**config.mk**
```make
export PLATFORM = sky130hd
export DESIGN_NAME = lin_hdr_resync
export DESIGN_NICKNAME = d
export VERILOG_FILES = /design/src/rtl/lin_hdr_resync.sv
export SDC_FILE = /design/constraint.sdc
export NUM_CORES = 1
export LEC_CHECK = 0
export ABC_CLOCK_PERIOD_IN_PS = 3000
export BUFFER_PORTS_ARGS = -buffer_cell sky130_fd_sc_hd__buf_2
export CORE_ASPECT_RATIO = 2
export CORE_MARGIN = 3
export CORE_UTILIZATION = 44
export DETAILED_ROUTE_END_ITERATION = 8
export MAX_ROUTING_LAYER = met4
export PLACE_DENSITY_LB_ADDON = 0.05
export SLEW_MARGIN = 5
export SYNTH_ARGS = -nofsm -noshare
export SYNTH_HDL_FRONTEND = slang
export SYNTH_SLANG_ARGS = --single-unit
```
**constraint.sdc**
```tcl
create_clock -name clk -period 3 [get_ports clk]
set_input_delay 0.6 -clock clk [delete_from_list [all_inputs] [get_ports clk]]
set_output_delay 0.6 -clock clk [all_outputs]
set_load 0.05 [all_outputs]
```
**src/rtl/lin_hdr_resync.sv**
```systemverilog
module lin_hdr_resync #(
  parameter int NOM_SPB    = 32,
  parameter int BRK_MIN    = 11,
  parameter int BRK_MAX    = 28,
  parameter int SPB_LO     = 26,
  parameter int SPB_HI     = 38,
  parameter int SYNC_EDGES = 5,
  parameter int SPAN_BITS  = 8,
  parameter int CW         = 10
) (
  input  logic                         clk,
  input  logic                         rst_n,
  input  logic                         tick,
  input  logic                         rxd,
  input  logic                         is_master,
  input  logic                         resync_off,
  input  logic                         resp_end,
  output logic [$clog2(SPB_HI+1)-1:0]  spb,
  output logic                         brk_ok,
  output logic                         brk_bad,
  output logic                         sync_done
);
  localparam int SPBW = $clog2(SPB_HI + 1);
  localparam int SH   = $clog2(SPAN_BITS);
  localparam int EW   = $clog2(SYNC_EDGES);
  localparam logic [CW-1:0] BRK_LO_T = CW'(BRK_MIN * NOM_SPB);
  localparam logic [CW-1:0] BRK_HI_T = CW'(BRK_MAX * NOM_SPB);
  localparam logic [CW:0]   SUM_LO   = (CW+1)'(SPB_LO << SH);
  localparam logic [CW:0]   SUM_HI   = (CW+1)'((SPB_HI + 1) << SH);
  localparam logic [CW:0]   HALF     = (CW+1)'(SPAN_BITS / 2);
  localparam logic [SPBW-1:0] NOM    = SPBW'(NOM_SPB);

  typedef enum logic [1:0] {S_IDLE, S_BRK, S_SYNC, S_RESP} st_t;

  st_t           st;
  logic [CW-1:0] cnt;
  logic [EW-1:0] edges;
  logic          rx_q;

  wire           fall    = rx_q & ~rxd;
  wire [CW-1:0]  cnt_inc = (&cnt) ? cnt : cnt + 1'b1;
  wire [CW:0]    nsum    = {1'b0, cnt_inc} + HALF;
  wire           in_rng  = (nsum >= SUM_LO) && (nsum < SUM_HI);
  wire           brk_len_ok = (cnt >= BRK_LO_T) && (cnt <= BRK_HI_T);

  always_ff @(posedge clk or negedge rst_n) begin
    if (!rst_n) begin
      st <= S_IDLE;
      cnt <= '0;
      edges <= '0;
      rx_q <= 1'b1;
      spb <= NOM;
      brk_ok <= 1'b0;
      brk_bad <= 1'b0;
      sync_done <= 1'b0;
    end else begin
      brk_ok <= 1'b0;
      brk_bad <= 1'b0;
      sync_done <= 1'b0;
      if (is_master || resync_off || resp_end) begin
        st <= S_IDLE;
        spb <= NOM;
      end else if (tick) begin
        rx_q <= rxd;
        case (st)
          S_IDLE: if (!rxd) begin
            st <= S_BRK;
            cnt <= CW'(1);
          end
          S_BRK: if (!rxd) cnt <= cnt_inc;
          else if (brk_len_ok) begin
            brk_ok <= 1'b1;
            edges <= '0;
            st <= S_SYNC;
          end else begin
            brk_bad <= 1'b1;
            st <= S_IDLE;
          end
          S_SYNC: if (fall && edges == '0) begin
            cnt <= '0;
            edges <= EW'(1);
          end else if (fall && edges == EW'(SYNC_EDGES - 1)) begin
            if (in_rng) begin
              spb <= SPBW'(nsum >> SH);
              sync_done <= 1'b1;
              st <= S_RESP;
            end else st <= S_IDLE;
          end else if (edges != '0) begin
            cnt <= cnt_inc;
            if (fall) edges <= edges + 1'b1;
          end
          default: ;
        endcase
      end
    end
  end
endmodule


```
Word-level counts from Yosys, hierarchy flattened
Index checks and enable logic that the tools add are counted.
- bits in registers: 25
- bits of input ports: 7
- output and inout port bits: 9
- word-level logic and storage cells: 100
- add/subtract/negate cells: 3
- $lt $le $gt $ge: 4
- eq/ne operators: 15
- muxes and demuxes: 45
- bitwise logic cells: 3
- reductions and logical operators: 22
- operators with widths (kind ; number):
    10-bit 2-to-1 mux ; 6
    6-bit 2-to-1 mux ; 6
    10-bit case mux with 3 select lines ; 1
    3-bit != test, second input constant ; 7
    3-bit 2-to-1 mux ; 6
    1-bit 2-to-1 mux ; 16
    2-bit 2-to-1 mux ; 8
    10-bit by 3-bit adder with 11-bit output, second input constant ; 1
    11-bit by 8-bit greater-or-equal comparator with 1-bit output, second input constant ; 1
    11-bit by 9-bit < comparator with 1-bit output, second input constant ; 1
    10-bit by 1-bit adder with 10-bit output, second input constant ; 1
    10-bit by 9-bit greater-or-equal comparator with 1-bit output, second input constant ; 1
    10-bit <= comparator, second input constant ; 1
    2-bit != test, second input constant ; 5
    10-bit AND reduction ; 1
    2-bit nonzero test ; 5
    8-bit AND reduction ; 1
    7-bit AND reduction ; 1
    2-bit case mux with 3 select lines ; 1
    3-bit case mux with 2 select lines ; 1
    6-bit AND reduction ; 1
    3-bit nonzero test ; 2
    5-bit AND reduction ; 1
    1-bit logical AND ; 4
    other kinds (11) ; 13

Depth between registers and ports, before layout
Gate-level depths: netlist (run 1).
- depth after elaboration: 11
- mapped depth: 14
- gate-level depth less buffers: 12

Worst setup path before layout (run 1)
OpenSTA, ideal clock, no wires.
- kind: reg-to-reg
- start point: register cnt[1]
- end point: register spb[3]
- library setup time: 120 ps
- arrival time: 2941 ps
- required time: 2880 ps
- setup slack: -60 ps
- stages on the path, launching flop included: 15
- buffers on the path: 2
- period minus slack after synthesis: 3060 ps
- path through: dfrtp_1 ha_1 and4_1 buf_6 nand3_1 nand3_1 o21a_1 ha_1 nand3b_1 nor4_2 xor2_1 a211o_1 a21o_1 buf_6 a31o_1
- longest elaborated chain between the ends: 9
- elaborated cells on any way between the ends: 15
- those cells by class: add/sub: 2; order compare: 2; mux: 7; reduce/logical: 4
- RTL lines (item ; RTL line ; RTL):
    from (decl) ; 36 ; logic [CW-1:0] cnt;
    from (signal assigned) ; 70 ; S_BRK: if (!rxd) cnt <= cnt_inc;
    from (signal assigned) ; 89 ; cnt <= cnt_inc;
    10-bit by 1-bit adder with 10-bit output / 10-bit AND reduction (equally long branches) ; 41 ; wire [CW-1:0] cnt_inc = (&cnt) ? cnt : cnt + 1'b1;
    10-bit 2-to-1 mux (*) ; 41 ;
    10-bit by 3-bit adder with 11-bit output (*) ; 42 ; wire [CW:0] nsum = {1'b0, cnt_inc} + HALF;
    branches (longest 6 deep; another with 11-bit by 8-bit greater-or-equal comparator with 1-bit output) ; n/a ;
    to (signal assigned) ; 84 ; spb <= SPBW'(nsum >> SH);
    to (decl) ; 18 ; output logic [$clog2(SPB_HI+1)-1:0] spb,
Every way passes the cells marked *. The select of a mux whose other input is x is not followed.
A chain may end at the register's enable or synchronous reset.

Worst setup path in the final report (run 1)
- start point: register cnt[0]
- end point: register spb[3]
The elaborated chain is that of the path after synthesis.

==> summary.md, run 1 <==
| Metric | Value |
|---|---|
| Status | `completed` |
| GRT Resource Usage Total | `21.8%` |
| Final core utilization | `54.4%` |
| Slew @ Worst Pin | `555 ps` |
| Setup Skew | `4.90 ps` |
| Critical-path top delay cell | `dfrtp_1` |
| Leak | `1.02 nW` |
| Std-Cell Rows | `33` |
| Nets | `283` |
| Vias in the first global route | `1888` |
| Flops & latches, synth | `25` |
| Initial core utilization | `46.9%` |
| Fin crit share | `97.4%` |
| Hold Crit Class | `input port to asynchronous set/reset pin` |
| Root buffer cell | `clkbuf_8` |
| Number of synthesized flops with an enable pin | `0` |
| GPL Wtd Cong | `0.844` |
| Slew Limit Headroom | `62.6%` |
| Diode count | `0` |
| RSZ-0062 raised after global routing | `yes` |
| Final hold violations | `0` |
| Area post-placement | `0.00215 mm^2` |
| Largest family of logic cells by synthesized area | `simple AND/OR/NAND/NOR gates` |
| Synth warn | `0` |
| Seq/Total Area, Yosys | `31.8%` |
| CTS Buffer Depth | `2` |
| Post-DRT Antenna Nets | `0` |
| Largest net degree at the start of global routing | `26` |
| Most common cell on crit path | `ha_2` |
| CP Launch Type | `register` |
| Fin cells | `318` |
| Worst-skew pair later-pin latency | `270 ps` |
| Top_reg_cell synth | `dfrtp_1` |
| GRT overflow | `0` |
| Cell area after synthesis | `0.00198 mm^2` |
| Synth cell types | `56` |
| Slowest cell delay on critical path | `420 ps` |
| Highest clock rate | `342 MHz` |
| Final Routed Wirelength | `5060 um` |
| Simple-gate share of the synthesized area | `25.2%` |
| CTS H-tree depth | `1` |
| Chip Height | `101 um` |
| Critical path peak fanout | `7` |
| Setup crit start | `cnt[0]` |
| Initial antenna violation count | `0` |
| Die ar. | `0.00538 mm^2` |
| Critical path, cell by cell | `ha_2 > and4_4 > nand3_4 > nand3_2 > o21a_1 > ha_2 > nand3b_1 > nor4_2 > xor2_1 > buf_4 > a211o_1 > a21o_4 > a31o_1` |
| Synth Area in XOR/XNOR | `1.77%` |
| Number of max-cap violations | `0` |
| CTS tree | `yes` |
| Core area | `0.00421 mm^2` |
| CTS hold repair buffers | `0` |
| DRC violations left | `0` |
| Seq. cell area | `628 um^2` |
| PD cells | `270 mW/mm^2` |
| Crit path capture | `spb[3]` |
| Peak supply drop | `245 uV` |
| Port Buffers | `15` |
| Element type at the critical path end | `register` |
| Final Cell Area | `0.00229 mm^2` |
| DP Wirelength | `3970 um` |
| Multiplexer share of the synthesized area | `5.06%` |
| WS Path Type | `register to register` |
| Die width | `53.4 um` |
| Initial drt markers | `63` |
| Syn avg cell area | `8.27 um^2` |
| Total CTS buffers | `3` |
| Clk slew on worst S/H paths | `90 ps` |
| Fraction of layout cells with a size suffix above 1 | `24.4%` |
| Fill count | `437` |
| Largest area contributor in the netlist | `dfrtp_1` |
| Worst r2r path cells | `13` |
| Vias per std cell | `5.76` |
| Post-synth ARST share | `100%` |
| Post-synthesis adder-cell area fraction | `5.70%` |
| Drt first pass iters | `4` |
| Synth top area share | `29.1%` |
| Final Setup Violations | `0` |
| Req. time, crit path | `3170 ps` |
| Clk sink count | `25` |
| Synth-to-Final Area Change | `15.8%` |
| Worst EP arrival | `3090 ps` |
| Average routed wire per standard cell | `15.9 um` |
| Synth Area in Compound Gates | `23.2%` |
| Final count of pins violating max slew | `0` |
| FF-to-FF End | `spb[3]` |
| Tot Pwr | `0.000617 W` |
| Synth Net Count | `255` |
| Boundary pin count | `16` |
| RR Startpoint | `cnt[0]` |
| Min Tclk post-route | `2920 ps` |
| Post-Syn Instances | `239` |
| Worst R2R Setup Slack | `80 ps` |
| Cells after DPL | `308` |
| Multi-input logic area | `0.00125 mm^2` |
| DR vias | `1831` |
| First-pass GRT wire length | `8690 um` |
| Synth top area cells | `dfrtp_1 (29%), nand2_1 (5.9%), ha_1 (5.7%)` |
## metrics by stage
step / TNS, ps / setup WS [ps] / hold slack (ps)
6_report: 0 / 79.0 / 306
5_1_grt: -467 / -89.9 / 341
4_1_cts: 0 / 103 / 322
3_5_place_dp: 0 / 135 / 472
3_3_place_gp: 0 / 178 / 480
2_1_floorplan: 0 / 31.9 / 304
## kinds of logic after synthesis
group           after synthesis
simple gates                 95
mux                           9
xor+xnor                      4
fa+ha+maj                     9
buf+inv                      27
flops                        25
compound gates               70
## how the worst min path moves through the flow
stage,from,to,slack (ps),depth (start not counted)
after floorplan,rst_n,brk_bad,300,0
after global placement,spb[5],spb[5],480,2
after detailed placement,spb[5],spb[5],470,2
after CTS,rst_n,cnt[7],320,1
after global routing,rst_n,cnt[7],340,1
final,rst_n,cnt[7],310,1
## Yosys cell counts, drive strengths merged, types with 2 or more instances
master	count
a211oi	5
a21oi	12
a31o	3
a31oi	6
and2	3
and3	3
buf	12
clkbuf	4
dfrtp	23
dfstp	2
ha	9
inv	11
mux2	2
mux2i	7
nand2	32
nand2b	4
nand3	10
nand3b	3
nand4	4
nor2	13
nor2b	3
nor3	9
nor4	4
o2111ai	3
o211ai	2
o21a	6
o21ai	22
o31ai	2
or2	2
xor2	3
## critical path, delay by kind of cell (launching register included)
kind	cells	cell delay (ps)
adder cells (fa/ha/maj)	2	390
AO/OA/AOI/OAI	4	860
buffers and inverters	1	170
flip-flops	1	420
XOR/XNOR	1	150
AND/OR/NAND/NOR	5	840
## metal layers
metal | part of all wire (%) | track usage [%] | vias up
met5 | 0 | - | -
met4 | 3.3 | 10.0 | 0
met3 | 1.9 | 2.37 | 17
met2 | 57 | 37.7 | 32
met1 | 38 | 24.0 | 866
li1 | - | - | 916
## placed cells by master (no fill, tap or decap), types with 3 or more instances in the layout
master / n
nand3b_1: 3
nand2b_1: 4
a31oi_1: 6
xor2_1: 3
nand3_1: 7
a211oi_1: 4
nor2b_1: 3
nor2_1: 13
buf_2: 15
o21ai_0: 21
nor3_1: 9
buf_4: 24
a21oi_1: 11
nand4_1: 4
dfrtp_1: 23
mux2i_1: 6
nand2_1: 31
o21a_1: 6
clkbuf_8: 3
inv_1: 11
ha_1: 7
and3_1: 3
## what timing repair did
| action | CTS | global route |
|---|---|---|
| endpoints found under the setup margin | 0 | 7 |
| buffers inserted | 0 | 6 |
| gates resized for setup | 0 | 10 |
## final cells by class
| class | count | area share, % |
|---|---|---|
| multi-input cells | 187 | 54.8 |
| flip-flops and latches | 25 | 27.4 |
| repair buffers | 39 | 11.1 |
| well taps | 52 | 2.84 |
| clock buffers | 3 | 1.80 |
| inverters | 11 | 1.80 |
| clock inverters | 1 | 0.219 |
## state kept, by name, summed over array words and instances (netlist names)
name	count
cnt	10
spb	6
edges	3
st	2
brk_bad	1
brk_ok	1
rx_q	1
sync_done	1
## power breakdown
group | leakage (nW) | switching [W] | internal, W
Sequential | 0.340 | 0.00000662 | 0.000346
Clock | 0.0255 | 0.000108 | 0.0000930
Combinational | 0.651 | 0.0000346 | 0.0000290
No activity file was read; power rests on OpenSTA's default activity.
==> inputs of run 2 (changes only) <==
--- a/config.mk
+++ b/config.mk
@@ -6,7 +6,7 @@
 export NUM_CORES = 1
 export LEC_CHECK = 0
 export ABC_CLOCK_PERIOD_IN_PS = 3000
-export BUFFER_PORTS_ARGS = -buffer_cell sky130_fd_sc_hd__buf_2
+export BUFFER_PORTS_ARGS = -buffer_cell sky130_fd_sc_hd__clkbuf_2
 export CORE_ASPECT_RATIO = 2
 export CORE_MARGIN = 3
 export CORE_UTILIZATION = 44
==> run 2 against run 1 <==
Against the previous run:
- routed wire length is 0.79% higher
- critical path depth is 1 lower
- hold slack better by 34 ps
- sequential share of layout area is 0.11 points higher
- critical endpoint unchanged
- largest cell class unchanged
==> summary.md, run 2 (same netlist as run 1, synthesis figures left out) <==
| Metric | Value |
|---|---|
| Synth-to-Final Area Change | `15.4%` |
| Core area | `0.00421 mm^2 (unchanged)` |
| Number of max-cap violations | `0 (unchanged)` |
| Final Routed Wirelength | `5100 um (+0.79%)` |
| Cells after DPL | `307 (-0.32%)` |
| Total CTS buffers | `3 (unchanged)` |
| Critical path peak fanout | `7 (unchanged)` |
| Met3 wire length | `148 um (+57%)` |
| Highest clock rate | `346 MHz (+1.2%)` |
| Chip Height | `101 um (unchanged)` |
| Vias in the first global route | `1858 (-1.6%)` |
| Fraction of layout cells with a size suffix above 1 | `23.8% (-0.66 points)` |
| Element type at the critical path end | `register` |
| Hold Crit Class | `input port to asynchronous set/reset pin` |
| CTS tree | `yes` |
| GRT Resource Usage Total | `21.4% (-0.37 points)` |
| Top Registers | `cnt x10, spb x6, edges x3` |
| Met2 wire len | `2770 um (-3.9%)` |
| Worst r2r path cells | `12 (-1)` |
| Slew Limit Headroom | `57.0% (-5.6 points)` |
| Clk sink count | `25 (unchanged)` |
| Final count of pins violating max slew | `0 (unchanged)` |
| Largest net degree at the start of global routing | `26 (unchanged)` |
| Min Tclk post-route | `2890 ps (-33.3 ps)` |
| Largest register by flop count | `cnt` |
| Slew @ Worst Pin | `644 ps (+89.8 ps)` |
| Nets | `282 (-0.35%)` |
| Port Buffers | `15 (unchanged)` |
| Top Layer Used | `met4` |
| Diode count | `0 (unchanged)` |
| Average routed wire per standard cell | `16.1 um (+1.1%)` |
| Final hold violations | `0 (unchanged)` |
| Die width | `53.4 um (unchanged)` |
| Final Setup Violations | `0 (unchanged)` |
| Die ar. | `0.00538 mm^2 (unchanged)` |
| DR vias | `1881 (+2.7%)` |
| DRC violations left | `0 (unchanged)` |
| Fin cells | `317 (-0.31%)` |
| GPL Wtd Cong | `0.906 (+7.4%)` |
| Post-DRT Antenna Nets | `0 (unchanged)` |
| Leading cell type in the layout, fill and taps excluded | `nand2_1` |
| CP Launch Type | `register` |
| Root buffer cell | `clkbuf_8` |
| Initial drt markers | `46 (-27%)` |
| Leak | `1.00 nW (-1.6%)` |
| Hold slack | `339 ps (+33.6 ps)` |
| Status | `completed` |
| Max reg flops | `10 (unchanged)` |
| Most frequent cells in the layout | `nand2_1 (31), dfrtp_1 (23), buf_4 (23), o21ai_0 (21), clkbuf_2 (15)` |
| WS Path Type | `register to register` |
| Fin crit share | `96.3% (-1.1 points)` |
| Setup TNS | `0 ps (unchanged)` |
| Drt first pass iters | `4 (unchanged)` |
| CTS Buffer Depth | `2 (unchanged)` |
| Initial antenna violation count | `0 (unchanged)` |
| RSZ-0062 raised after global routing | `yes` |
| PD cells | `267 mW/mm^2 (-0.86%)` |
| Met1 WL | `1920 um (unchanged)` |
| Worst EP arrival | `3050 ps (-40 ps)` |
| Tot Pwr | `0.000610 W (-1.2%)` |
| Req. time, crit path | `3160 ps (about the same)` |
| Std-Cell Rows | `33 (unchanged)` |
| First-pass GRT wire length | `8480 um (-2.4%)` |
| Boundary pin count | `16 (unchanged)` |
| Worst-skew pair later-pin latency | `260 ps (about the same)` |
| CTS H-tree depth | `1 (unchanged)` |
| Clk slew on worst S/H paths | `80 ps (about the same)` |
| DP Wirelength | `3900 um (-1.7%)` |
| Initial core utilization | `46.9% (unchanged)` |
| Peak supply drop | `339 uV (+39%)` |
| GRT overflow | `0 (unchanged)` |
| Vias per std cell | `5.93 (+3.1%)` |
| Setup Skew | `2.82 ps (-2.09 ps)` |
[run 2: cell count changes in the layout (fill, tap and decap cells not counted)]
cell	before	now
buf_4	24	23
clkinv_2	1	0
clkbuf_1	0	1
buf_2	15	0
clkbuf_2	0	15
[run 2: final timing paths]
kind                              from  slack, ps      to
worst max-delay path            cnt[1]        110  spb[3]
worst min-delay path             rst_n        340  cnt[7]
worst max register to register  cnt[1]        110  spb[3]
worst min register to register  spb[5]        490  spb[5]
max in group asynchronous        rst_n       2240  cnt[4]
min in group clk                spb[5]        490  spb[5]
[run 2: where the power goes]
part | leakage, nW | internal (W) | total, W | switching [W]
Combinational | 0.637 | 0.0000269 | 0.0000621 | 0.0000352
Clock | 0.0228 | 0.0000949 | 0.000197 | 0.000102
Sequential | 0.340 | 0.000346 | 0.000351 | 0.00000512
Total | 1.00 | 0.000467 | 0.000610 | 0.000142
[run 2: stage by stage]
step                instance area [um^2]  utilization (%)  setup slack (ps)
floorplan                           1980                -              31.9
global placement                    2140             50.9               176
detailed placement                  2140             50.9               126
CTS                                 2190             52.0              93.6
global route                        2280             54.2             -96.3
finish                              2280             54.2               112
[run 2: layout make-up]
class,count,area [um^2]
Timing Repair Buffer,38,248
Multi-Input combinational cell,187,1250
Inverter,11,41.3
Sequential cell,25,628
Fill cell,442,1930
Tap cell,52,65.1
Clock buffer,4,45.0
[run 2: layer usage]
metal	track usage, %	up-vias
met2	36.2	47
met4	12.0	0
met3	2.07	18
met5	-	-
li1	-	915
met1	23.5	901
[run 2: timing repair]
action / in CTS / in global routing
setup endpoints to repair: 0 / 7
gates resized for setup: 0 / 10
buffers inserted: 0 / 6
hold buffers: 0 / 0
[run 2: worst max-delay path, cell delays in order (launching register included)]
cell and delay (ps):
dfrtp_1 410, ha_2 200, and4_4 240, nand3_4 100, nand3_2 80, o21a_1 140, ha_2 190, nand3b_1 110
nor4_2 270, xor2_1 330, o211ai_1 200, a21o_4 300, a31o_1 210
==> inputs of run 3 (changes only) <==
--- a/config.mk
+++ b/config.mk
@@ -13,6 +13,7 @@
 export DETAILED_ROUTE_END_ITERATION = 8
 export MAX_ROUTING_LAYER = met4
 export PLACE_DENSITY_LB_ADDON = 0.05
+export RECOVER_POWER = 25
 export SLEW_MARGIN = 5
 export SYNTH_ARGS = -nofsm -noshare
 export SYNTH_HDL_FRONTEND = slang
==> run 3 against run 2 <==
Against the previous run:
- final area hardly changed
- final cell count unchanged
- combinational power about the same
- count of clock-buffer cells in the layout did not move
- sequential cell count unchanged
- clock skew stayed put
==> summary.md, run 3 (same netlist as run 1, synthesis figures left out) <==
| Metric | Value |
|---|---|
| Synth-to-Final Area Change | `15.3% (about the same)` |
| GRT Resource Usage Total | `21.4% (unchanged)` |
| Largest net degree at the start of global routing | `26 (unchanged)` |
| Final Routed Wirelength | `5100 um (about the same)` |
| Vias in the first global route | `1858 (unchanged)` |
| WS Path Type | `register to register` |
| Port Buffers | `15 (unchanged)` |
| DR vias | `1881 (unchanged)` |
| Clk sink count | `25 (unchanged)` |
| Drt first pass iters | `4 (unchanged)` |
| Die ar. | `0.00538 mm^2 (unchanged)` |
| Tot Pwr | `0.000609 W (about the same)` |
| Average routed wire per standard cell | `16.1 um (about the same)` |
| Final Setup Violations | `0 (unchanged)` |
| Slew Limit Headroom | `8.14% (-49 points)` |
| Final core utilization | `54.1% (about the same)` |
| Element type at the critical path end | `register` |
| Fraction of layout cells with a size suffix above 1 | `23.4% (-0.38 points)` |
| Core area | `0.00421 mm^2 (unchanged)` |
| Initial drt markers | `46 (unchanged)` |
| Worst EP arrival | `3050 ps (about the same)` |
| Root buffer cell | `clkbuf_8` |
| Top Registers | `cnt x10, spb x6, edges x3` |
| Final count of pins violating max slew | `0 (unchanged)` |
| RSZ-0062 raised after global routing | `yes` |
| Min Tclk post-route | `2890 ps (unchanged)` |
| CTS tree | `yes` |
| CP Launch Type | `register` |
| Number of max-cap violations | `0 (unchanged)` |
| Most frequent cells in the layout | `nand2_1 (31), dfrtp_1 (23), buf_4 (23), o21ai_0 (21), clkbuf_2 (14)` |
| Clk slew on worst S/H paths | `80 ps (about the same)` |
| GPL Wtd Cong | `0.906 (unchanged)` |
| Req. time, crit path | `3160 ps (about the same)` |
| Slew @ Worst Pin | `1380 ps (+734 ps)` |
| Vias per std cell | `5.93 (unchanged)` |
| CTS H-tree depth | `1 (unchanged)` |
| DRC violations left | `0 (unchanged)` |
| PD cells | `267 mW/mm^2 (about the same)` |
| Chip Height | `101 um (unchanged)` |
| Critical path peak fanout | `7 (unchanged)` |
| Leak | `0.998 nW (-0.30%)` |
| Initial core utilization | `46.9% (unchanged)` |
| Worst-skew pair later-pin latency | `260 ps (about the same)` |
| Die width | `53.4 um (unchanged)` |
| CTS Buffer Depth | `2 (unchanged)` |
| CTS hold repair buffers | `0 (unchanged)` |
| Post-DRT Antenna Nets | `0 (unchanged)` |
| Diode count | `0 (unchanged)` |
| Fin crit share | `96.3% (unchanged)` |
| Max reg flops | `10 (unchanged)` |
| Peak supply drop | `339 uV (about the same)` |
| Leading cell type in the layout, fill and taps excluded | `nand2_1` |
| Setup Skew | `2.82 ps (unchanged)` |
| Initial antenna violation count | `0 (unchanged)` |
| Boundary pin count | `16 (unchanged)` |
| Total CTS buffers | `3 (unchanged)` |
| First-pass GRT wire length | `8480 um (unchanged)` |
| GRT overflow | `0 (unchanged)` |
| Final hold violations | `0 (unchanged)` |
| Status | `completed` |
| Largest register by flop count | `cnt` |
| Highest clock rate | `346 MHz (unchanged)` |
| DP Wirelength | `3900 um (unchanged)` |
| Hold Crit Class | `register to register` |
| Std-Cell Rows | `33 (unchanged)` |
| Nets | `282 (unchanged)` |
run 3: cell counts in the layout (fill, tap and decap cells not counted):
Identical to the previous run, type by type.
run 3: through the flow:
step | setup slack, ps | area, um^2 | setup TNS [ps] | hold slack (ps) | std cells
floorplan | 31.9 | 1980 | 0 | 304 | 239
global placement | 176 | 2140 | 0 | 488 | 307
detailed placement | 126 | 2140 | 0 | 475 | 307
CTS | 93.6 | 2190 | 0 | 355 | 311
global route | -96.3 | 2280 | -291 | 498 | 317
finish | 112 | 2280 | 0 | 488 | 317
run 3: area by class of cell:
cell class,count,area (um^2)
Inverter,11,41.3
Timing Repair Buffer,38,246
Sequential cell,25,628
Clock buffer,4,45.0
Multi-Input combinational cell,187,1250
Fill cell,443,1930
Tap cell,52,65.1
run 3: what timing repair did:
item / 4_1_cts / 5_1_grt
endpoints found under the hold margin: 0 / 0
setup buffers: 0 / 6
resized for setup: 0 / 10
endpoints found under the setup margin: 0 / 7
run 3: power breakdown:
group          internal [W]  leakage [nW]  switching [W]
clock             0.0000949        0.0228       0.000102
combinational     0.0000266         0.634      0.0000352
sequential         0.000346         0.340     0.00000512
run 3: worst paths after layout:
kind	from	endpoint	slack [ps]	depth (start not counted)
max reg2reg	cnt[1]	spb[3]	110	12
min in group asynchronous	rst_n	cnt[7]	630	1
max	cnt[1]	spb[3]	110	12
min	spb[5]	spb[5]	490	2
min reg2reg	spb[5]	spb[5]	490	2
max in group asynchronous	rst_n	cnt[4]	1560	1
run 3: critical path: stages (launching register included):
cell	delay (ps)
dfrtp_1	410
ha_2	200
and4_4	240
nand3_4	100
nand3_2	80
o21a_1	140
ha_2	190
nand3b_1	110
nor4_2	270
xor2_1	330
o211ai_1	200
a21o_4	300
a31o_1	210
run 3: per-layer routing:
| metal | track usage [%] | share of wire (%) | up-vias |
|---|---|---|---|
| li1 | - | - | 915 |
| met1 | 23.5 | 38 | 901 |
| met2 | 36.2 | 54 | 47 |
| met3 | 2.07 | 2.9 | 18 |
| met4 | 12.0 | 5.2 | 0 |
| met5 | - | 0 | - |
